### src/rtl/ethf_pkg.sv
package ethf_pkg;
  localparam int BYTE_W = 8;
  localparam int CRC_W  = 32;
  localparam logic [CRC_W-1:0] CRC_POLY_REFL = 32'hEDB88320;
  localparam logic [CRC_W-1:0] CRC_SEED      = 32'hFFFFFFFF;

  typedef enum logic [1:0] {
    ST_BODY = 2'd0,
    ST_PAD  = 2'd1,
    ST_FCS  = 2'd2
  } ethf_state_e;
endpackage

### src/rtl/ethf_crc8.sv
module ethf_crc8 import ethf_pkg::*; (
  input  logic [CRC_W-1:0]  crc_i,
  input  logic [BYTE_W-1:0] byte_i,
  output logic [CRC_W-1:0]  crc_o
);
  logic [CRC_W-1:0] stage [0:BYTE_W];

  assign stage[0] = crc_i;

  for (genvar g = 0; g < BYTE_W; g++) begin : g_bit
    assign stage[g+1] = (stage[g] >> 1) ^
                        ((stage[g][0] ^ byte_i[g]) ? CRC_POLY_REFL : '0);
  end

  assign crc_o = stage[BYTE_W];
endmodule

### src/rtl/ethf_sat_ctr.sv
module ethf_sat_ctr #(
  parameter int W = 11
) (
  input  logic         clk,
  input  logic         rst,
  input  logic         clr,
  input  logic         en,
  output logic [W-1:0] cnt_q,
  output logic [W-1:0] cnt_inc
);
  assign cnt_inc = (&cnt_q) ? cnt_q : cnt_q + W'(1);

  always_ff @(posedge clk) begin
    if (rst || clr) cnt_q <= '0;
    else if (en)    cnt_q <= cnt_inc;
  end
endmodule

### src/rtl/ethf_out_stage.sv
module ethf_out_stage import ethf_pkg::*; (
  input  logic              clk,
  input  logic              rst,
  input  logic              ld,
  input  logic [BYTE_W-1:0] ld_data,
  input  logic              ld_last,
  input  logic              ld_err,
  input  logic              out_ready,
  output logic              out_valid,
  output logic [BYTE_W-1:0] out_data,
  output logic              out_last,
  output logic              out_err,
  output logic              load_ok
);
  assign load_ok = !out_valid || out_ready;

  always_ff @(posedge clk) begin
    if (rst) begin
      out_valid <= 1'b0;
      out_data  <= '0;
      out_last  <= 1'b0;
      out_err   <= 1'b0;
    end else if (ld) begin
      out_valid <= 1'b1;
      out_data  <= ld_data;
      out_last  <= ld_last;
      out_err   <= ld_err;
    end else if (out_ready) begin
      out_valid <= 1'b0;
      out_last  <= 1'b0;
      out_err   <= 1'b0;
    end
  end
endmodule

### src/rtl/eth_tx_finisher.sv
module eth_tx_finisher import ethf_pkg::*; #(
  parameter int MIN_BODY  = 60,
  parameter int MAX_FRAME = 1536,
  parameter int FCS_BYTES = 4
) (
  input  logic              clk,
  input  logic              rst,
  input  logic              in_valid,
  output logic              in_ready,
  input  logic [BYTE_W-1:0] in_data,
  input  logic              in_last,
  input  logic              in_pad_en,
  input  logic              in_crc_en,
  input  logic              in_eop,
  output logic              out_valid,
  input  logic              out_ready,
  output logic [BYTE_W-1:0] out_data,
  output logic              out_last,
  output logic              out_err
);
  localparam int CNT_W = $clog2(MAX_FRAME + FCS_BYTES + 2);
  localparam int IDX_W = (FCS_BYTES > 1) ? $clog2(FCS_BYTES) : 1;
  localparam logic [CNT_W-1:0] MIN_C      = CNT_W'(MIN_BODY);
  localparam logic [CNT_W-1:0] MAX_C      = CNT_W'(MAX_FRAME);
  localparam logic [CNT_W:0]   MAX_WIDE   = (CNT_W+1)'(MAX_FRAME);
  localparam logic [CNT_W:0]   FCS_WIDE   = (CNT_W+1)'(FCS_BYTES);
  localparam logic [IDX_W-1:0] LAST_IDX   = IDX_W'(FCS_BYTES - 1);

  ethf_state_e       st_q, st_d;
  logic [CRC_W-1:0]  crc_q, crc_next;
  logic [BYTE_W-1:0] crc_byte;
  logic              fcs_pend_q, fcs_pend_d;
  logic [IDX_W-1:0]  idx_q, idx_d;
  logic [CNT_W-1:0]  cnt_q, cnt_inc;
  logic [CNT_W:0]    fcs_total;
  logic              load_ok, take;
  logic              ld, ld_last, ld_err;
  logic [BYTE_W-1:0] ld_data;
  logic              cnt_en, cnt_clr, crc_upd, crc_rst, crc_shift;
  logic              want_fcs;

  assign in_ready  = (st_q == ST_BODY) && load_ok;
  assign take      = in_valid && in_ready;
  assign crc_byte  = (st_q == ST_PAD) ? '0 : in_data;
  assign fcs_total = {1'b0, cnt_q} + FCS_WIDE;
  assign want_fcs  = in_crc_en && in_eop;

  ethf_crc8 u_crc (
    .crc_i  (crc_q),
    .byte_i (crc_byte),
    .crc_o  (crc_next)
  );

  ethf_sat_ctr #(.W(CNT_W)) u_cnt (
    .clk     (clk),
    .rst     (rst),
    .clr     (cnt_clr),
    .en      (cnt_en),
    .cnt_q   (cnt_q),
    .cnt_inc (cnt_inc)
  );

  ethf_out_stage u_out (
    .clk       (clk),
    .rst       (rst),
    .ld        (ld),
    .ld_data   (ld_data),
    .ld_last   (ld_last),
    .ld_err    (ld_err),
    .out_ready (out_ready),
    .out_valid (out_valid),
    .out_data  (out_data),
    .out_last  (out_last),
    .out_err   (out_err),
    .load_ok   (load_ok)
  );

  always_comb begin
    st_d       = st_q;
    fcs_pend_d = fcs_pend_q;
    idx_d      = idx_q;
    ld         = 1'b0;
    ld_data    = in_data;
    ld_last    = 1'b0;
    ld_err     = 1'b0;
    cnt_en     = 1'b0;
    cnt_clr    = 1'b0;
    crc_upd    = 1'b0;
    crc_rst    = 1'b0;
    crc_shift  = 1'b0;
    case (st_q)
      ST_BODY: begin
        if (take) begin
          ld      = 1'b1;
          cnt_en  = 1'b1;
          crc_upd = 1'b1;
          if (in_last) begin
            fcs_pend_d = want_fcs;
            idx_d      = '0;
            if (in_pad_en && (cnt_inc < MIN_C)) begin
              st_d = ST_PAD;
            end else if (want_fcs) begin
              st_d = ST_FCS;
            end else begin
              ld_last = 1'b1;
              ld_err  = cnt_inc > MAX_C;
              cnt_clr = 1'b1;
              crc_rst = 1'b1;
            end
          end
        end
      end
      ST_PAD: begin
        if (load_ok) begin
          ld      = 1'b1;
          ld_data = '0;
          cnt_en  = 1'b1;
          crc_upd = 1'b1;
          if (cnt_inc >= MIN_C) begin
            if (fcs_pend_q) begin
              st_d = ST_FCS;
            end else begin
              st_d    = ST_BODY;
              ld_last = 1'b1;
              ld_err  = cnt_inc > MAX_C;
              cnt_clr = 1'b1;
              crc_rst = 1'b1;
            end
          end
        end
      end
      ST_FCS: begin
        if (load_ok) begin
          ld        = 1'b1;
          ld_data   = ~crc_q[BYTE_W-1:0];
          crc_shift = 1'b1;
          idx_d     = idx_q + IDX_W'(1);
          if (idx_q == LAST_IDX) begin
            st_d    = ST_BODY;
            ld_last = 1'b1;
            ld_err  = fcs_total > MAX_WIDE;
            cnt_clr = 1'b1;
            crc_rst = 1'b1;
          end
        end
      end
      default: st_d = ST_BODY;
    endcase
  end

  always_ff @(posedge clk) begin
    if (rst) begin
      st_q       <= ST_BODY;
      fcs_pend_q <= 1'b0;
      idx_q      <= '0;
      crc_q      <= CRC_SEED;
    end else begin
      st_q       <= st_d;
      fcs_pend_q <= fcs_pend_d;
      idx_q      <= idx_d;
      if (crc_rst)        crc_q <= CRC_SEED;
      else if (crc_upd)   crc_q <= crc_next;
      else if (crc_shift) crc_q <= crc_q >> BYTE_W;
    end
  end
endmodule

### config.mk
export PLATFORM = sky130hd
export DESIGN_NAME = eth_tx_finisher
export DESIGN_NICKNAME = d
export VERILOG_FILES = /design/src/rtl/ethf_pkg.sv /design/src/rtl/ethf_crc8.sv /design/src/rtl/ethf_sat_ctr.sv /design/src/rtl/ethf_out_stage.sv /design/src/rtl/eth_tx_finisher.sv
export SDC_FILE = /design/constraint.sdc
export NUM_CORES = 1
export LEC_CHECK = 0
export BUFFER_PORTS_ARGS = -buffer_cell sky130_fd_sc_hd__buf_4
export CAP_MARGIN = 20
export CORE_MARGIN = 2
export CORE_UTILIZATION = 45
export DETAILED_ROUTE_END_ITERATION = 12
export PLACE_DENSITY = 0.72
export SYNTH_ARGS = -nofsm -noshare
export SYNTH_HDL_FRONTEND = slang
export SYNTH_SLANG_ARGS = --single-unit
### constraint.sdc
create_clock -name clk -period 2.9 [get_ports clk]
set_input_delay 0.58 -clock clk [delete_from_list [all_inputs] [get_ports clk]]
set_output_delay 0.58 -clock clk [all_outputs]
set_load 0.05 [all_outputs]
==> results of run 1 <==
per-stage QoR:
step	hold WS [ns]	util (%)	total power, uW
2_1_floorplan	0.446	-	2540
3_3_place_gp	0.476	50.6	2910
3_5_place_dp	0.488	50.6	2930
4_1_cts	0.496	52.6	3610
5_1_grt	0.498	52.7	3850
6_report	0.493	52.7	3600
final cells by class:
| cell class | instances | area [sq um] |
|---|---|---|
| clock inverter | 2 | 12.5 |
| sequential | 59 | 1180 |
| clock buffer | 12 | 155 |
| timing repair buffer | 47 | 365 |
| fill | 769 | 3870 |
| multi-input combinational | 361 | 2430 |
| tap | 105 | 131 |
| inverter | 7 | 26.3 |
flip-flops by register name, indices dropped and copies added (netlist names):
| name | count |
|---|---|
| u_out.out_valid | 1 |
| u_cnt.cnt_q | 11 |
| crc_q | 32 |
| u_out.out_last | 1 |
| st_q | 2 |
| u_out.out_err | 1 |
| fcs_pend_q | 1 |
| u_out.out_data | 8 |
| idx_q | 2 |
timing repair:
action,4_1_cts,5_1_grt
gates resized for setup,0,3
endpoints found under the setup margin,0,32
hold buffers,0,0
power by group through the flow:
| stage | clock network [uW] | logic [uW] | registers [uW] |
|---|---|---|---|
| after floorplan | 0 | 1370 | 1170 |
| after global placement | 0 | 1800 | 1110 |
| after detailed placement | 0 | 1810 | 1120 |
| after CTS | 685 | 1830 | 1100 |
| after global routing | 723 | 2010 | 1120 |
| final | 671 | 1830 | 1100 |
routing by layer:
metal / vias to the layer above / part of all wire [%] / global-route usage [%]
li1: 1622 / - / -
met1: 1480 / 49 / 26.7
met2: 64 / 45 / 29.8
met3: 14 / 4.0 / 4.27
met4: 0 / 1.9 / 7.50
met5: - / 0 / 0
worst min-delay path: stages, from the launching register on:
cell and delay, ns:
dfxtp_1 0.32, nand2_1 0.05, o211ai_1 0.07
worst paths after layout:
| path | to |
|---|---|
| max | crc_q[16] |
| min | crc_q[12] |
| max reg2reg | crc_q[16] |
| min reg2reg | crc_q[12] |
kinds of logic (layout without fill, tap and decap cells):
group | Yosys count | in the layout | share of synthesized area [%]
simple gates | 170 | 170 | 21.1
compound gates | 96 | 96 | 17.9
xor+xnor | 82 | 82 | 21.1
flops | 59 | 59 | 31.3
buf+inv | 37 | 68 | 4.57
fa+ha+maj | 7 | 7 | 2.32
mux | 6 | 6 | 1.76
cell usage in the layout (no fill, tap or decap), types with 2 or more instances in the layout:
| master | count |
|---|---|
| o21a_1 | 2 |
| and3_1 | 4 |
| or2_2 | 2 |
| inv_1 | 7 |
| clkbuf_8 | 11 |
| xnor2_2 | 5 |
| nor3_1 | 4 |
| mux2i_1 | 4 |
| nand4_1 | 4 |
| xor2_1 | 12 |
| o211ai_1 | 20 |
| o21ai_1 | 6 |
| buf_4 | 46 |
| a22oi_1 | 17 |
| dfxtp_1 | 59 |
| o21ai_0 | 11 |
| nand2_1 | 56 |
| a21boi_0 | 2 |
| a211oi_1 | 10 |
| a22o_1 | 2 |
| o211a_1 | 2 |
| xnor2_1 | 62 |
| xnor3_1 | 3 |
| a31oi_1 | 3 |
| and2_1 | 10 |
| nand3_1 | 12 |
| a21oi_1 | 11 |
| nor2b_1 | 13 |
| ha_1 | 6 |
| a41o_1 | 2 |
| a221o_1 | 2 |
| nor2_1 | 52 |
==> results.toml, run 1 <==
[placed_design]
dp_worst_setup_slack_ns = 0.142
dp_cells = 579
place_area_sq_um = 4130
port_buffers = 27
dpl.hpwl_um = 6010
place.gp.congestion = 0.848

[power_and_ir_drop]
switching_share_pct = 39.2
pwr-share-clk_pct = 18.6
p_int_uw = 2190
leakage_uw = 0.00172
vdd_drop_max_v = 0.000312
pwr-share-seq_pct = 30.5
comb_power_share_pct = 50.8
power_switching_uw = 1410
power.density_nw_per_um2 = 836

[critical_path]
cp-startpoint = "u_cnt.cnt_q[0]"
reg2reg_depth = 10
critPathLaunchType = "flip-flop"
crit_buf_inv = 1
r2r_start = "u_cnt.cnt_q[0]"
crit_required_ns = 3.09
slowest_delay_ns = 0.42
arrival_ns = 2.88
worst-path-stages = 10
worstSetupPathType = "reg2reg"
cp_max_fo = 14
reg2reg_slack_ns = 0.22
cp_slowest_cell = "dfxtp_1"
path_cells = "ha_2, and3_2, and2_1, a31oi_1, nor3_4, nand3_1, a41o_1, a21oi_4, buf_4, o211ai_1"
path_delay_family = "simple AND/OR/NAND/NOR gates"
endpoint_kind = "flip-flop"

[global_routing]
grt_overflow = 0
antenna_found_initial = 0
track_usage_pct = 19.5
grt_pass1_wl_um = 13900
grt_max_degree = 51
grt_pass1_vias = 2928

[timing]
slew_viol_final = 0
slew_headroom_pct = 43.2
hold_viol = 0
setup_viol = 0
fmaxAchievable_mhz = 373
period_share_pct = 92.5
post-route-min-period_ns = 2.68
worst_slack_ns = 0.218
worstMarginPinSlew_ns = 0.852
final.setup.tns_ns = 0
fin_skew_ns = 0.00793

[drt]
routed_via_density = 5.36
routedWlPerCell_um = 14.0
vias = 3180
drc = 0
routed_wl_um = 8300
drtIter0Drc = 180
dr.pass1.iters = 4
ant_nets = 0

[die]
dieArea_sq_um = 9140
row_count = 33
die_w_um = 95.6
core_sq_um = 8180
fp.dieH_um = 95.6
boundaryPins = 28
start_util_pct = 46.2

[synth]
mappedNetlistArea_sq_um = 3780
synthDistinctLibCells = 53
ys_seq_area_share_pct = 31.3
async_flop_share_pct = 0
synth_ff_type = "dfxtp_1"
yosysTopAreaCell = "dfxtp_1"
yosys_register_bits = 59
netlist_instances = 457
synth_most_common_cell = "xnor2_1"
yosys-top-cells-area = "dfxtp_1, xnor2_1, nand2_1, nor2_1, o211ai_1"
postSynthAreaPerCell_sq_um = 8.27
synthTopCellsByCount = "xnor2_1, dfxtp_1, nand2_1"
synth_edf_count = 0
synth_warnings = 0
postSynthNetCount = 480
yosysTopAreaCellShare_pct = 31.3

[clock_network]
h-tree-depth = 3
clkTransAtPathRegs_ns = 0.07
insertion_delay_ns = 0.35
cts-buffers-inserted = 9
cts_root_buf = "clkbuf_8"
clockBufferDepth = 2
cts_setup_buffers = 0
cts.sinks = 59
cts_tree = "yes"

[finish]
layout.cells.non_filler = 593
final_layout_size_suffix_gt1_share_pct = 15.6
fin_area_sq_um = 4310
diodes = 0
layout.nets = 508
area_growth_pct = 14.0

[min_path]
holdPathStages = 2
worstHoldStart = "crc_q[12]"
hold_class = "reg2reg"

[run]
maxCapViolations = 0

[outcome]
status = "completed"
No activity file was read; power rests on OpenSTA's default activity.
==> inputs of run 2 (changes only) <==
- CORE_ASPECT_RATIO: not set -> 1.4
==> run 2 against run 1 <==
Net effect:
- flip-flop and latch count did not move
- via count barely moved
- setup slack got worse by 0.036 ns
- combinational power barely moved
- clock skew fell by 0.00092 ns
- clock-buffer cell count fell by 2
- critical path type unchanged
- highest routed layer unchanged
==> results.toml, run 2 (same netlist as run 1, synthesis figures left out) <==
[drt]
routedWlPerCell_um = 14.2
vias = 3182
drtIter0Drc = 180
dr.pass1.iters = 5
drc = 0
ant_nets = 0
routed_via_density = 5.42
routed_wl_um = 8330

[global_routing]
grt_pass1_vias = 3014
track_usage_pct = 18.7
grt_max_degree = 51
grt_pass1_wl_um = 13600
grt_overflow = 0
antenna_found_initial = 0

[critical_path]
endpoint_kind = "flip-flop"
crit_required_ns = 3.07
path_cells = "and4_1, nand3_2, mux2_4, nor3_4, nand3_1, a41o_1, a21oi_4, buf_12, o211ai_1"
critPathLaunchType = "flip-flop"
cp_max_fo = 43
arrival_ns = 2.89
worstSetupPathType = "reg2reg"
slowest_delay_ns = 0.49
cp_slowest_cell = "dfxtp_1"

[finish]
layout_common_cells = "xnor2_1, dfxtp_1, nand2_1, nor2_1, buf_4"
layout_commonest_cell = "xnor2_1"
layout.cells.non_filler = 587
regMostFlops = "crc_q"
top_regs = "crc_q (32), u_cnt.cnt_q (11), u_out.out_data (8)"
diodes = 0
layout.nets = 503
final_layout_size_suffix_gt1_share_pct = 14.8
largest_register_ffs = 32
fillers = 752
finish.utilization_pct = 54.1
area_growth_pct = 16.6

[clock_network]
cts_tree = "yes"
cts.sinks = 59
clkTransAtPathRegs_ns = 0.05
insertion_delay_ns = 0.32
cts_setup_buffers = 0
cts_root_buf = "clkbuf_16"
cts_resized = 0
clockBufferDepth = 2
h-tree-depth = 3
cts-buffers-inserted = 9
ctsHoldBuffers = 0

[die]
dieArea_sq_um = 9150
die_w_um = 81.4
start_util_pct = 46.4
fp.dieH_um = 112
row_count = 39
boundaryPins = 28
core_sq_um = 8150

[power_and_ir_drop]
vdd_drop_max_v = 0.000400
p_total_uw = 4050
leakage_uw = 0.00176
power.density_nw_per_um2 = 918

[timing]
fmaxAchievable_mhz = 368
post-route-min-period_ns = 2.72
hold_viol = 0
setup_viol = 0
slew_headroom_pct = 44.5
worst_slack_ns = 0.181
final.setup.tns_ns = 0
worstMarginPinSlew_ns = 0.833
fin_skew_ns = 0.00702
slew_viol_final = 0
rsz0062_at_grt = "no"
period_share_pct = 93.7

[placed_design]
dp_worst_setup_slack_ns = 0.110
place.gp.congestion = 0.852
dpl.hpwl_um = 5900
dp_cells = 571
port_buffers = 27

[min_path]
hold_class = "reg2reg"

[run]
maxCapViolations = 0

[outcome]
status = "completed"
## run 2: area by class of cell
class | instances | area (sq um) | area share [%]
Inverter | 7 | 26.3 | 0.596
Timing Repair Buffer | 42 | 328 | 7.44
Clock inverter | 6 | 80.1 | 1.82
Multi-Input combinational cell | 361 | 2430 | 55.2
Tap cell | 102 | 128 | 2.90
Clock buffer | 10 | 229 | 5.20
Sequential cell | 59 | 1180 | 26.8
## run 2: power by group
| group | switching (uW) | total, uW | internal [uW] | leakage [uW] |
|---|---|---|---|---|
| logic | 980 | 1840 | 864 | 0.00112 |
| clock network | 358 | 1100 | 745 | 0.000156 |
| registers | 125 | 1100 | 973 | 0.000486 |
## run 2: final timing paths
| path | startpoint | endpoint | slack [ns] | cells after the start |
|---|---|---|---|---|
| setup / recovery | u_cnt.cnt_q[3] | crc_q[2] | 0.18 | 9 |
| hold / removal | u_out.out_last | u_out.out_last | 0.49 | 2 |
| hold reg to reg | u_out.out_last | u_out.out_last | 0.49 | 2 |
| setup reg to reg | u_cnt.cnt_q[3] | crc_q[2] | 0.18 | 9 |
## run 2: metrics by stage
stage,hold WS [ns],area (sq um)
floorplan,0.446,3780
global placement,0.485,4090
detailed placement,0.485,4090
CTS,0.492,4400
global route,0.512,4410
finish,0.488,4410
## run 2: metal layers
layer | vias up | part of all wire, % | track usage, %
li1 | 1624 | - | -
met5 | - | 0 | 0
met1 | 1467 | 44 | 21.6
met3 | 22 | 3.7 | 4.34
met2 | 69 | 49 | 31.7
met4 | 0 | 3.1 | 8.93
## run 2: worst max-delay path, delay by kind of cell, from the launching register on
family	cells	cell delay, ns
simple gates	4	0.95
mux	1	0.34
buf+inv	1	0.22
compound gates	3	0.55
flops	1	0.49
==> inputs of run 3 (changes only) <==
- PLACE_DENSITY: 0.72 -> 0.71
- SYNTH_HIERARCHICAL: not set -> 1
==> run 3 against run 2 <==
Net effect:
- clock skew is 0.0015 ns lower
- flip-flop and latch count stayed put
- sequential power is 14% higher
- largest cell class unchanged
- largest power group unchanged
==> results.toml, run 3 <==
[timing]
post-route-min-period_ns = 2.81
fmaxAchievable_mhz = 356
slew_headroom_pct = 61.6
hold_viol = 0
period_share_pct = 96.9
slew_viol_final = 0
setup_viol = 0
fin_skew_ns = 0.00547
worstMarginPinSlew_ns = 0.576
rsz0062_at_grt = "no"
holdWs_ns = 0.495

[drt]
routedWlPerCell_um = 16.5
ant_nets = 0
drtIter0Drc = 187
routed_via_density = 5.66
drc = 0
routed_wl_um = 9950
vias = 3409
dr.pass1.iters = 4

[synth]
yosys-top-cells-area = "dfxtp_1, mux2i_1, xnor2_1, mux2_2, nand3_1"
mappedNetlistArea_sq_um = 4300
synth_warnings = 6
yosys_register_bits = 59
ys_seq_area_share_pct = 27.5
async_flop_share_pct = 0
synth_edf_count = 0
yosysTopAreaCell = "dfxtp_1"
netlist_instances = 437
synth_most_common_cell = "dfxtp_1"
synthDistinctLibCells = 68
postSynthAreaPerCell_sq_um = 9.83
yosysTopAreaCellShare_pct = 27.5
postSynthNetCount = 459
synth_ff_type = "dfxtp_1"
synthTopCellsByCount = "dfxtp_1, nand3_1, xnor2_1"

[run]
maxCapViolations = 0

[finish]
diodes = 0
layout_common_cells = "dfxtp_1, buf_4, nand3_1, mux2i_1, xnor2_1"
multiInputGateArea_sq_um = 2990
fillers = 826
layout.nets = 509
regArea_sq_um = 1180
regMostFlops = "crc_q"
top_regs = "crc_q (32), u_cnt/cnt_q (11), u_out/out_data (8)"
fin_area_sq_um = 5180
final_layout_size_suffix_gt1_share_pct = 28.5
largest_register_ffs = 32
area_growth_pct = 20.7
layout_commonest_cell = "dfxtp_1"

[critical_path]
endpoint_kind = "flip-flop"
critPathLaunchType = "flip-flop"
path_cells = "ha_1, nand3_2, or4b_4, xnor2_1, nor3_4, a41oi_4, buf_4, a31oi_4, nand3_1"
worstSetupPathType = "reg2reg"
slowest_delay_ns = 0.57
arrival_ns = 2.98
cp_slowest_cell = "or4b_4"
crit_required_ns = 3.07
cp_max_fo = 16

[clock_network]
cts-buffers-inserted = 9
clkTransAtPathRegs_ns = 0.05
cts.sinks = 59
insertion_delay_ns = 0.33
cts_root_buf = "clkbuf_16"
h-tree-depth = 3
clockBufferDepth = 2
cts_tree = "yes"

[global_routing]
antenna_found_initial = 0
grt_overflow = 0
grt_pass1_vias = 3453
grt_pass1_wl_um = 16400
grt_max_degree = 41
track_usage_pct = 19.8

[placed_design]
place.gp.congestion = 0.855
place_area_sq_um = 4750
port_buffers = 27
dpl.hpwl_um = 6920

[die]
dieArea_sq_um = 10400
start_util_pct = 45.9
boundaryPins = 28
fp.dieH_um = 120
die_w_um = 86.6
row_count = 42
core_sq_um = 9350

[power_and_ir_drop]
pwr-share-clk_pct = 16.7
leakage_uw = 0.00223
p_int_uw = 4290
power.density_nw_per_um2 = 1350
switching_share_pct = 38.5
power_switching_uw = 2690
vdd_drop_max_v = 0.000534
pwr-share-seq_pct = 17.9
comb_power_share_pct = 65.4

[min_path]
hold_class = "reg2reg"

[outcome]
status = "completed"
[run 3: area by class of cell]
cell class | count | area share [%]
clock inverter | 4 | 1.40
multi-input combinational | 337 | 57.6
clock buffer | 12 | 4.95
inverter | 20 | 1.45
sequential | 59 | 22.8
timing repair buffer | 60 | 9.12
tap | 110 | 2.65
[run 3: per-layer routing]
layer / global-route usage [%] / vias up / wire length, um
met5: 0 / - / 0
met4: 8.20 / 0 / 235
met3: 2.48 / 19 / 354
met2: 35.5 / 65 / 5370
met1: 23.2 / 1655 / 3980
li1: - / 1670 / -
[run 3: metrics by stage]
stage / TNS (ns) / total power, uW / utilization [%] / instances / setup slack, ns
after floorplan: 0 / 4920 / - / 437 / 0.00603
after global placement: -0.143 / 5630 / 50.8 / 580 / -0.0394
after detailed placement: -1.27 / 5750 / 50.8 / 580 / -0.0933
after CTS: -0.0848 / 6950 / 54.4 / 596 / -0.0277
after global routing: 0 / 7450 / 55.4 / 602 / 0.0105
final: 0 / 6980 / 55.4 / 602 / 0.0908
[run 3: logic make-up after synthesis]
family	synth area share [%]
AND/OR/NAND/NOR	17.7
multiplexers	14.5
adder cells (fa/ha/maj)	1.75
buffers and inverters	4.40
AO/OA/AOI/OAI	10.3
flip-flops	27.5
XOR/XNOR	23.9
[run 3: worst paths after layout]
check | start | endpoint | slack (ns) | depth (start not counted)
setup / recovery | u_cnt/cnt_q[0] | crc_q[10] | 0.09 | 9
hold / removal | u_out/out_data[7] | u_out/out_data[7] | 0.49 | 2
setup reg to reg | u_cnt/cnt_q[0] | crc_q[10] | 0.09 | 9
hold reg to reg | u_out/out_data[7] | u_out/out_data[7] | 0.49 | 2
[run 3: power groups by stage]
stage | sequential (uW) | combinational (uW) | clock [uW]
after floorplan | 1400 | 3520 | 0
after global placement | 1250 | 4370 | 0
after detailed placement | 1270 | 4480 | 0
after CTS | 1250 | 4520 | 1180
after global routing | 1290 | 4940 | 1220
final | 1250 | 4560 | 1160
[run 3: what timing repair did]
item	4_1_cts	5_1_grt
hold buffers	0	0
pin swaps	1	3
setup buffers	0	4
gates cloned	0	1
setup endpoints to repair	37	45
gates resized for setup	2	6
[run 3: critical path: cells and delay by family, from the launching register on]
kind	cells	cell delay, ns
buf+inv	1	0.20
compound gates	2	0.68
flops	1	0.33
simple gates	4	1.09
xor+xnor	1	0.17
fa+ha+maj	1	0.19
